### src/rtl/ssr_pkg.sv
package ssr_pkg;
    localparam int FLAG_N = 7;
    localparam int TX_N   = 2;
    localparam int REG_W  = FLAG_N + 1;

    typedef logic [FLAG_N-1:0] flag_vec_t;

    // Transmit flags occupy the upper TX_N flag positions.
    localparam flag_vec_t TX_SEL    = {{TX_N{1'b1}}, {(FLAG_N-TX_N){1'b0}}};
    localparam flag_vec_t RX_SEL    = ~TX_SEL;
    localparam flag_vec_t RST_FLAGS = TX_SEL;

    typedef struct packed {
        logic      armed;
        flag_vec_t snap;
    } arm_state_t;

    typedef struct packed {
        flag_vec_t flags;
    } bank_state_t;
endpackage

### src/rtl/ssr_bus_decode.sv
module ssr_bus_decode (
    input  logic bus_rd,
    input  logic bus_wr,
    input  logic bus_sel,
    output logic stat_rd,
    output logic data_rd,
    output logic data_wr
);
    // A write with select 0 decodes to nothing: the status register is read-only.
    always_comb begin
        stat_rd = bus_rd & ~bus_sel;
        data_rd = bus_rd &  bus_sel;
        data_wr = bus_wr &  bus_sel;
    end
endmodule

### src/rtl/ssr_ack_track.sv
module ssr_ack_track
    import ssr_pkg::*;
(
    input  logic      clk,
    input  logic      rst_n,
    input  logic      stat_rd,
    input  logic      data_rd,
    input  logic      data_wr,
    input  flag_vec_t flags_q,
    output logic      armed_q,
    output flag_vec_t snap_q,
    output flag_vec_t clr_vec,
    output logic      wr_reject
);
    arm_state_t st_d, st_q;

    always_comb begin
        st_d    = st_q;
        clr_vec = '0;
        if (st_q.armed && data_rd) clr_vec = clr_vec | (st_q.snap & RX_SEL);
        if (st_q.armed && data_wr) clr_vec = clr_vec | (st_q.snap & TX_SEL);
        if (stat_rd) begin
            st_d.armed = 1'b1;
            st_d.snap  = flags_q;
        end else if (data_rd || data_wr) begin
            st_d.armed = 1'b0;
        end
        wr_reject = data_wr & ~st_q.armed;
    end

    always_ff @(posedge clk or negedge rst_n) begin
        if (!rst_n) st_q <= '{armed: 1'b0, snap: '0};
        else        st_q <= st_d;
    end

    assign armed_q = st_q.armed;
    assign snap_q  = st_q.snap;
endmodule

### src/rtl/ssr_flag_bank.sv
module ssr_flag_bank
    import ssr_pkg::*;
(
    input  logic      clk,
    input  logic      rst_n,
    input  flag_vec_t set_vec,
    input  flag_vec_t clr_vec,
    output flag_vec_t flags_q
);
    bank_state_t bk_d, bk_q;

    always_comb begin
        bk_d = bk_q;
        for (int i = 0; i < FLAG_N; i++) begin
            // A set pulse overrides a clear in the same cycle.
            if (set_vec[i])      bk_d.flags[i] = 1'b1;
            else if (clr_vec[i]) bk_d.flags[i] = 1'b0;
        end
    end

    always_ff @(posedge clk or negedge rst_n) begin
        if (!rst_n) bk_q <= '{flags: RST_FLAGS};
        else        bk_q <= bk_d;
    end

    assign flags_q = bk_q.flags;
endmodule

### src/rtl/ser_status_flags.sv
module ser_status_flags
    import ssr_pkg::*;
(
    input  logic             clk,
    input  logic             rst_n,
    input  logic             tx_empty_set,
    input  logic             tx_done_set,
    input  logic             rx_full_set,
    input  logic             rx_idle_set,
    input  logic             rx_ovr_set,
    input  logic             rx_noise_set,
    input  logic             rx_frame_set,
    input  logic             bus_rd,
    input  logic             bus_wr,
    input  logic             bus_sel,
    output logic [REG_W-1:0] stat_rdata,
    output logic             tx_empty,
    output logic             tx_done,
    output logic             rx_full,
    output logic             rx_idle,
    output logic             rx_ovr,
    output logic             rx_noise,
    output logic             rx_frame,
    output logic             wr_reject
);
    logic      stat_rd, data_rd, data_wr;
    logic      armed_q;
    flag_vec_t snap_q, clr_vec, flags_q, set_vec;

    assign set_vec = {tx_empty_set, tx_done_set, rx_full_set, rx_idle_set,
                      rx_ovr_set, rx_noise_set, rx_frame_set};

    ssr_bus_decode u_dec (
        .bus_rd  (bus_rd),
        .bus_wr  (bus_wr),
        .bus_sel (bus_sel),
        .stat_rd (stat_rd),
        .data_rd (data_rd),
        .data_wr (data_wr)
    );

    ssr_ack_track u_ack (
        .clk       (clk),
        .rst_n     (rst_n),
        .stat_rd   (stat_rd),
        .data_rd   (data_rd),
        .data_wr   (data_wr),
        .flags_q   (flags_q),
        .armed_q   (armed_q),
        .snap_q    (snap_q),
        .clr_vec   (clr_vec),
        .wr_reject (wr_reject)
    );

    ssr_flag_bank u_bank (
        .clk     (clk),
        .rst_n   (rst_n),
        .set_vec (set_vec),
        .clr_vec (clr_vec),
        .flags_q (flags_q)
    );

    assign stat_rdata = {flags_q, 1'b0};
    assign {tx_empty, tx_done, rx_full, rx_idle, rx_ovr, rx_noise, rx_frame} = flags_q;
endmodule

### config.mk
export PLATFORM = sky130hd
export DESIGN_NAME = ser_status_flags
export DESIGN_NICKNAME = d
export VERILOG_FILES = /design/src/rtl/ssr_pkg.sv /design/src/rtl/ssr_bus_decode.sv /design/src/rtl/ssr_ack_track.sv /design/src/rtl/ssr_flag_bank.sv /design/src/rtl/ser_status_flags.sv
export SDC_FILE = /design/constraint.sdc
export NUM_CORES = 1
export LEC_CHECK = 0
export ABC_AREA = 1
export BUFFER_PORTS_ARGS = -buffer_cell sky130_fd_sc_hd__buf_2
export CAP_MARGIN = 20
export CORE_ASPECT_RATIO = 1.1
export CORE_MARGIN = 5
export CORE_UTILIZATION = 49
export DETAILED_ROUTE_END_ITERATION = 6
export PLACE_DENSITY = 0.88
export SYNTH_ARGS = -nofsm -noshare
export SYNTH_HDL_FRONTEND = slang
export SYNTH_SLANG_ARGS = --single-unit
### constraint.sdc
create_clock -name clk -period 1.58 [get_ports clk]
set_clock_uncertainty 0.05 [all_clocks]
set_input_delay 0.237 -clock clk [delete_from_list [all_inputs] [get_ports clk]]
set_output_delay 0.237 -clock clk [all_outputs]
set_load 0.01 [all_outputs]
# Word level (Yosys, flattened, before mapping)
# Cells that the tools add are included.
# classes
muxes,18
bitwise,7
n_reduce_logical,11
# ops
op,n
$mux W1,16
$reduce_bool A2 Y1,8
$mux W7,1
$or A7 B7 Y7,1
$mux W5,1
$and A1 B1 Y1,4
$logic_and A1 B1 Y1,2
$not A1 Y1,2
$logic_or A1 B1 Y1,1
# word_totals
reg_bits,15
output_inout_bits,16

# Longest topological paths before layout
# Gate-level depths: netlist of run 1.
# logic_depth
ltp_word,7
mapped_depth,5

# Cells and area by module
# From an unflattened synthesis of run 1, not the netlist that was laid out.
# unflattened
hier_cells,95
area_unflattened_um2,725.7
# modules_own_cells
module,instances,cells_per_inst,area_per_inst_um2,seq_area_each_um2
ssr_ack_track,1,45,356.6,200.2
ssr_flag_bank,1,35,282.8,177.7
ser_status_flags,1,9,63.8,0.0
ssr_bus_decode,1,6,22.5,0.0

# Worst setup path before layout of run 1
# Ideal clock, no wire load.
# synth_timing
kind,reg-to-output
start,"register u_bank.bk_q, in the netlist u_bank.flags_q[5]"
end,output port stat_rdata[6]
arrival_ns,0.673
t_required_ns,1.293
setup_slack_ns,0.620
path_stages_with_launch,2
path_buffers,1
cell_sequence,dfstp_2 buf_4
# synth_rtl
item,line_no,source
start: declaration,ssr_flag_bank.sv:10,"bank_state_t bk_d, bk_q;"
start signal: assignment,ssr_flag_bank.sv:22,if (!rst_n) bk_q <= '{flags: RST_FLAGS};
start signal: assignment,ssr_flag_bank.sv:23,else bk_q <= bk_d;
end: declaration,ser_status_flags.sv:16,"output logic [REG_W-1:0] stat_rdata,"
# No word-level cell between the ends.

# Final worst setup path of run 1
# layout_timing
start,"register u_ack.st_q, in the netlist u_ack.armed_q"
end,output port wr_reject
# layout_between
elab_chain_cells,2
# layout_rtl
item,line_no,source
start: declaration,ssr_ack_track.sv:15,"arm_state_t st_d, st_q;"
start signal: assignment,ssr_ack_track.sv:32,"if (!rst_n) st_q <= '{armed: 1'b0, snap: '0};"
start signal: assignment,ssr_ack_track.sv:33,else st_q <= st_d;
$not A1 Y1,ssr_ack_track.sv:28,wr_reject = data_wr & ~st_q.armed;
$and A1 B1 Y1,ssr_ack_track.sv:28,
end: declaration,ser_status_flags.sv:24,output logic wr_reject
# Every way passes these cells.

==> impl_metrics.toml, run 1 <==
[critical_path]
timing_worst_setup_path_type = "reg2out"
critical_path_data_arrival_time_ps = 1030
family_with_the_most_delay_on_the_worst_path = "flip-flops"
critPathMaxFanout = 9
cp.buffers_inverters = 1
crit_chain = "nor2_1 -> buf_2"
critPathSlowestCell = "dfrtp_1"
slowest_delay_ps = 480
worst_ep_required_time_ps = 1290
setup.worst_path.end_class = "primary output"
setup.worst_path.start_class = "flop"

[power]
switching_share = 0.272
p_sw_uw = 208
p_int_uw = 557
power.share.sequential = 0.576
power.clock.fraction = 0.288
power.static_leakage_nw = 0.438
peakVddDrop_mv = 0.517
power-per-cell-area_mw_per_mm2 = 948
power.combinational.fraction = 0.136

[cts]
post_cts.resized_instances = 0
cts.repair_timing.setup_buffer_count = 0
numCtsBuffers = 3
clk_pin_slew_worst_paths_ps = 90
worst_skew_pair.late_latency_ps = 290
cts.root.buffer_cell = "clkbuf_4"
clk_buf_depth = 2
h-tree-depth = 1
cts.sink_count = 15
cts_tree = "built"

[sta]
maxSlewViolCount = 0
finalSetupTns_ps = 0
period_needed_ps = 1320
max_clock_freq_ghz = 0.758
fin_ws_ps = 261
timing.final.hold_violations = 0
timing.final.crit_share = 0.835
final-setup-viol-count = 0
unrepaired_setup_endpoints_after_global_routing = "false"

[synthesis]
post-synth-top-area-fraction = 0.464
synth-seq-area-share = 0.539
synth_area_leader_cell = "dfrtp_1"
ys_top_cells_by_count = "nand2_1, dfrtp_1, buf_4"
yosys_warnings = 0
synth_area_sq_um = 701
synth_enable_flop_cells = 0
syn_nets = 94
flip_flop_and_latch_count_after_synthesis = 15
synth_async_sr_flop_share = 1.00
yosys.cell_types.count = 13
yosys.area_share.xor_xnor = 0
post-synth-top-count-cell = "nand2_1"
synth_compound_gate_area_share = 0
muxShareOfSynthArea = 0
syn_inst = 82
syn-mean-instance-area_sq_um = 8.54
synth_top_flop_cell = "dfrtp_1"
post_synth_and_or_nand_nor_area_fraction = 0.298
combinational_family_with_the_most_area_after_synthesis = "simple AND/OR/NAND/NOR gates"
netlist_top_cells_area = "dfrtp_1, nand2_1, buf_4"
adder_cell_fraction_of_synth_area = 0

[finish]
instances_no_fill = 118
finalNetCount = 115
area_growth_syn_to_layout_pct = 15.2
final_core_utilization = 0.591
insertedDiodeCount = 0
fillerInstances = 134
share_of_layout_cells_above_drive_strength_1 = 0.324

[global_routing]
pin_count_of_the_biggest_net_entering_global_routing = 16
gr-total-overflow = 0
first_global_vias = 530
first_pass_grt_wire_length_mm = 2.25
grtUsageTotal = 0.133
grt_antenna_before_repair = 0

[floorplanning]
die_width_microns = 46.1
fp.coreArea_sq_mm = 0.00137
initial_utilization = 0.513
die_area_sq_mm = 0.00229
num_io_pins = 28
die_height_microns = 49.7
row_cnt = 14

[job]
drv_cap = 0

[placement]
dp.final_hpwl_mm = 1.03
dpl_worst_slack_ps = 555
placement.io_buffers = 26
place_congestion = 0.787
post-place-cells = 113

[routing]
drtAntennaViolNets = 0
drc_errors = 0
avgViaCountPerCell = 4.80
postRouteWirelength_mm = 1.41
number_of_design_rule_violations_left_by_the_first_detailed_router_iteration = 12
wl_per_cell_microns = 12.0
vias = 566
first_pass_iters = 6

[min_path]
min-delay-path-class = "in2reg"

[run_status]
run_status = "finished clean"
==> cell type report <==
type	count	area [sq um]	area share
Sequential cell	15	378	0.468
Timing Repair Buffer	27	140	0.174
Tap cell	16	20.0	0.0248
Inverter	8	30.0	0.0372
Multi-Input combinational cell	48	213	0.264
Clock buffer	4	26.3	0.0326
==> power groups by stage <==
stage | clock (mW) | combinational (mW) | sequential [mW]
after floorplan | 0 | 0.0727 | 0.443
after global placement | 0 | 0.0991 | 0.446
after detailed placement | 0 | 0.104 | 0.449
after CTS | 0.223 | 0.106 | 0.441
after global routing | 0.242 | 0.119 | 0.446
final | 0.220 | 0.104 | 0.441
==> state kept, by name, indices dropped and copies added, names as in the netlist <==
signal and count:
u_ack.armed_q 1, u_ack.snap_q 7, u_bank.flags_q 7
==> worst min-delay path, stage by stage <==
cell and delay [ps]:
buf_2 70, inv_1 30, nand2_1 50
==> stage by stage <==
step	total power [mW]	instance area, sq um	hold slack, ps
after floorplan	0.515	701	-109
after global placement	0.545	771	100
after detailed placement	0.552	771	106
after CTS	0.770	807	73.3
after global routing	0.807	807	68.5
final	0.765	807	70.6
==> cell families after synthesis <==
group | Yosys count
AND/OR/NAND/NOR | 47
other | 1
flip-flops | 15
buffers and inverters | 19
==> layer usage <==
metal	vias to the layer above	wire [microns]	GRT usage	part of all wire
met5	-	0	0	0
met4	0	20	0.0569	0.014
met3	2	110	0.0327	0.078
met2	19	681	0.209	0.48
met1	258	599	0.169	0.42
li1	287	-	-	-
==> timing repair <==
item / CTS / global route
endpoints found under the setup margin: 0 / 0
hold buffers: 1 / 0
hold endpoints to repair: 13 / 0
==> layout by cell type, fill, tap and decap left out, drive strengths merged <==
cell type,synthesis,layout
nand3,7,7
nor2,1,1
buf,11,26
dfrtp,13,13
clkbuf,0,4
dfstp,2,2
inv,8,8
conb,1,1
dlygate4sd3,0,1
nand3b,1,1
nand4,7,7
nand2,31,31
==> path summary, 6_finish.rpt <==
path / start / to / slack (ps) / cells past startpoint
max in group asynchronous: rst_n / u_bank.flags_q[6] / 850 / 2
min reg2reg: u_ack.snap_q[3] / u_ack.snap_q[3] / 430 / 2
max reg2reg: u_ack.armed_q / u_bank.flags_q[0] / 640 / 3
min: rx_idle_set / u_bank.flags_q[3] / 70 / 3
min in group asynchronous: rst_n / u_bank.flags_q[3] / 330 / 2
max: u_ack.armed_q / wr_reject / 260 / 2
(Power assumes the default switching activity.)
==> run 2: changes to the inputs <==
CORE_UTILIZATION = 41   (was 49)
PLACE_DENSITY = 0.79   (was 0.88)
clock period = 1.12 ns   (was 1.58 ns; I/O delays follow)
==> impl_metrics.toml, run 2 (synthesis gave the netlist of run 1 again) <==
[floorplanning]
die_area_sq_mm = 0.00264
initial_utilization = 0.439
die_height_microns = 53.4
die_width_microns = 49.4
row_cnt = 15
fp.coreArea_sq_mm = 0.00160
num_io_pins = 28

[sta]
max_clock_freq_ghz = 0.850
final-setup-viol-count = 4
period_needed_ps = 1180
fin_ws_ps = -56.7
fin_hold_ws_ps = 14.7
timing.final.crit_share = 1.05
maxSlewViolCount = 0
unrepaired_setup_endpoints_after_global_routing = "true"
timing.final.hold_violations = 0

[finish]
fillerInstances = 148
mostFrequentLayoutCell = "nand2_1"
area_growth_syn_to_layout_pct = 20.5
insertedDiodeCount = 0
design_area_sq_um = 845
finalNetCount = 118
layout_common_cells = "nand2_1, buf_2, dfrtp_1"
share_of_layout_cells_above_drive_strength_1 = 0.352

[critical_path]
setup.worst_path.start_class = "flop"
r2r_start = "u_bank.flags_q[6]"
setup.worst_path.end_class = "primary output"
timing_worst_setup_path_type = "reg2out"
slowest_delay_ps = 570
crit_chain = "buf_6"
crit_end = "stat_rdata[7]"
worst_ep_required_time_ps = 900
critPathSlowestCell = "dfstp_2"
cp.depth = 1
worst_r2r_path_cells = 3
critPathMaxFanout = 3
worstReg2RegEnd = "u_ack.snap_q[6]"
reg2reg_setup_slack_ps = 190
critical_path_data_arrival_time_ps = 960
cp.buffers_inverters = 1
crit_start = "u_bank.flags_q[6]"
family_with_the_most_delay_on_the_worst_path = "flip-flops"

[routing]
drtAntennaViolNets = 0
wl_met2_microns = 674
number_of_design_rule_violations_left_by_the_first_detailed_router_iteration = 9
routed.top_layer = "met4"
postRouteWirelength_mm = 1.35
drc_errors = 0
met3_wirelength_microns = 109
vias = 582
wl_met1_microns = 525
avgViaCountPerCell = 4.77
first_pass_iters = 6
wl_per_cell_microns = 11.1

[placement]
placement.io_buffers = 26
dpl_worst_slack_ps = 201
place_congestion = 0.717
dp.final_hpwl_mm = 1.03
dpl-instance-area_sq_um = 772

[power]
peakVddDrop_mv = 0.520
power.static_leakage_nw = 0.457
power-per-cell-area_mw_per_mm2 = 1280

[global_routing]
grtUsageTotal = 0.110
pin_count_of_the_biggest_net_entering_global_routing = 16
grt_antenna_before_repair = 0
gr-total-overflow = 0
first_pass_grt_wire_length_mm = 2.18
first_global_vias = 536

[cts]
numCtsBuffers = 3
h-tree-depth = 1
clk_buf_depth = 2
cts.sink_count = 15
worst_skew_pair.late_latency_ps = 280
cts_tree = "built"
clk_pin_slew_worst_paths_ps = 80
cts.root.buffer_cell = "clkbuf_4"

[job]
drv_cap = 0

[min_path]
min-delay-path-class = "in2reg"

[run_status]
run_status = "finished with violations"
violations_in_the_final_reports = "setup timing"
[run 2: changes by cell type in the layout (fill, tap and decap cells not counted), sizes merged]
cell / before / now
buf: 26 / 29
[run 2: routing by layer]
| layer | track usage | vias to the layer above |
|---|---|---|
| li1 | - | 295 |
| met3 | 0.0197 | 5 |
| met1 | 0.131 | 260 |
| met4 | 0.0917 | 0 |
| met5 | 0 | - |
| met2 | 0.174 | 22 |
[run 2: worst reg2reg max path: cells and delay by family (launching register included)]
| kind | cells | cell delay [ps] |
|---|---|---|
| DFF | 1 | 570 |
| and+or+nand+nor | 2 | 150 |
| buffers and inverters | 1 | 120 |
[run 2: layout make-up]
class                   instances  area, sq um  area share
multi-input cells              48          213       0.252
inverters                       8         30.0      0.0356
repair buffers                 30          175       0.207
clock buffers                   4         26.3      0.0311
flip-flops and latches         15          379       0.449
well taps                      17         21.3      0.0252
[run 2: where the power goes]
group	switching [mW]	leakage, nW	internal, mW
registers	0.0284	0.157	0.588
logic	0.0936	0.285	0.0691
clock network	0.160	0.0150	0.138
total	0.282	0.457	0.796
[run 2: metrics by stage]
stage | util | total power [mW] | cells | TNS [ps]
4_1_cts | 0.529 | 1.09 | 122 | -212
6_report | 0.529 | 1.08 | 122 | -191
3_5_place_dp | 0.484 | 0.777 | 114 | 0
3_3_place_gp | 0.484 | 0.769 | 114 | 0
2_1_floorplan | - | 0.727 | 82 | 0
5_1_grt | 0.529 | 1.15 | 122 | -367
[run 2: worst min-delay path by stage]
stage / start / end / slack (ps) / depth (start not counted)
after floorplan: rst_n / u_ack.armed_q / -180 / 0
after global placement: rst_n / u_ack.snap_q[5] / 30 / 1
after detailed placement: rst_n / u_ack.snap_q[5] / 30 / 1
after CTS: rx_frame_set / u_bank.flags_q[0] / 7 / 3
after global routing: tx_done_set / u_bank.flags_q[5] / 20 / 3
final: rx_frame_set / u_bank.flags_q[0] / 10 / 3
[run 2: timing repair]
item | in CTS | in global routing
buffers inserted | 3 | 0
hold buffers | 1 | 0
gates resized for setup | 3 | 0
pin swaps | 1 | 0
endpoints found under the hold margin | 15 | 0
setup endpoints to repair | 5 | 5
gates cloned | 0 | 0
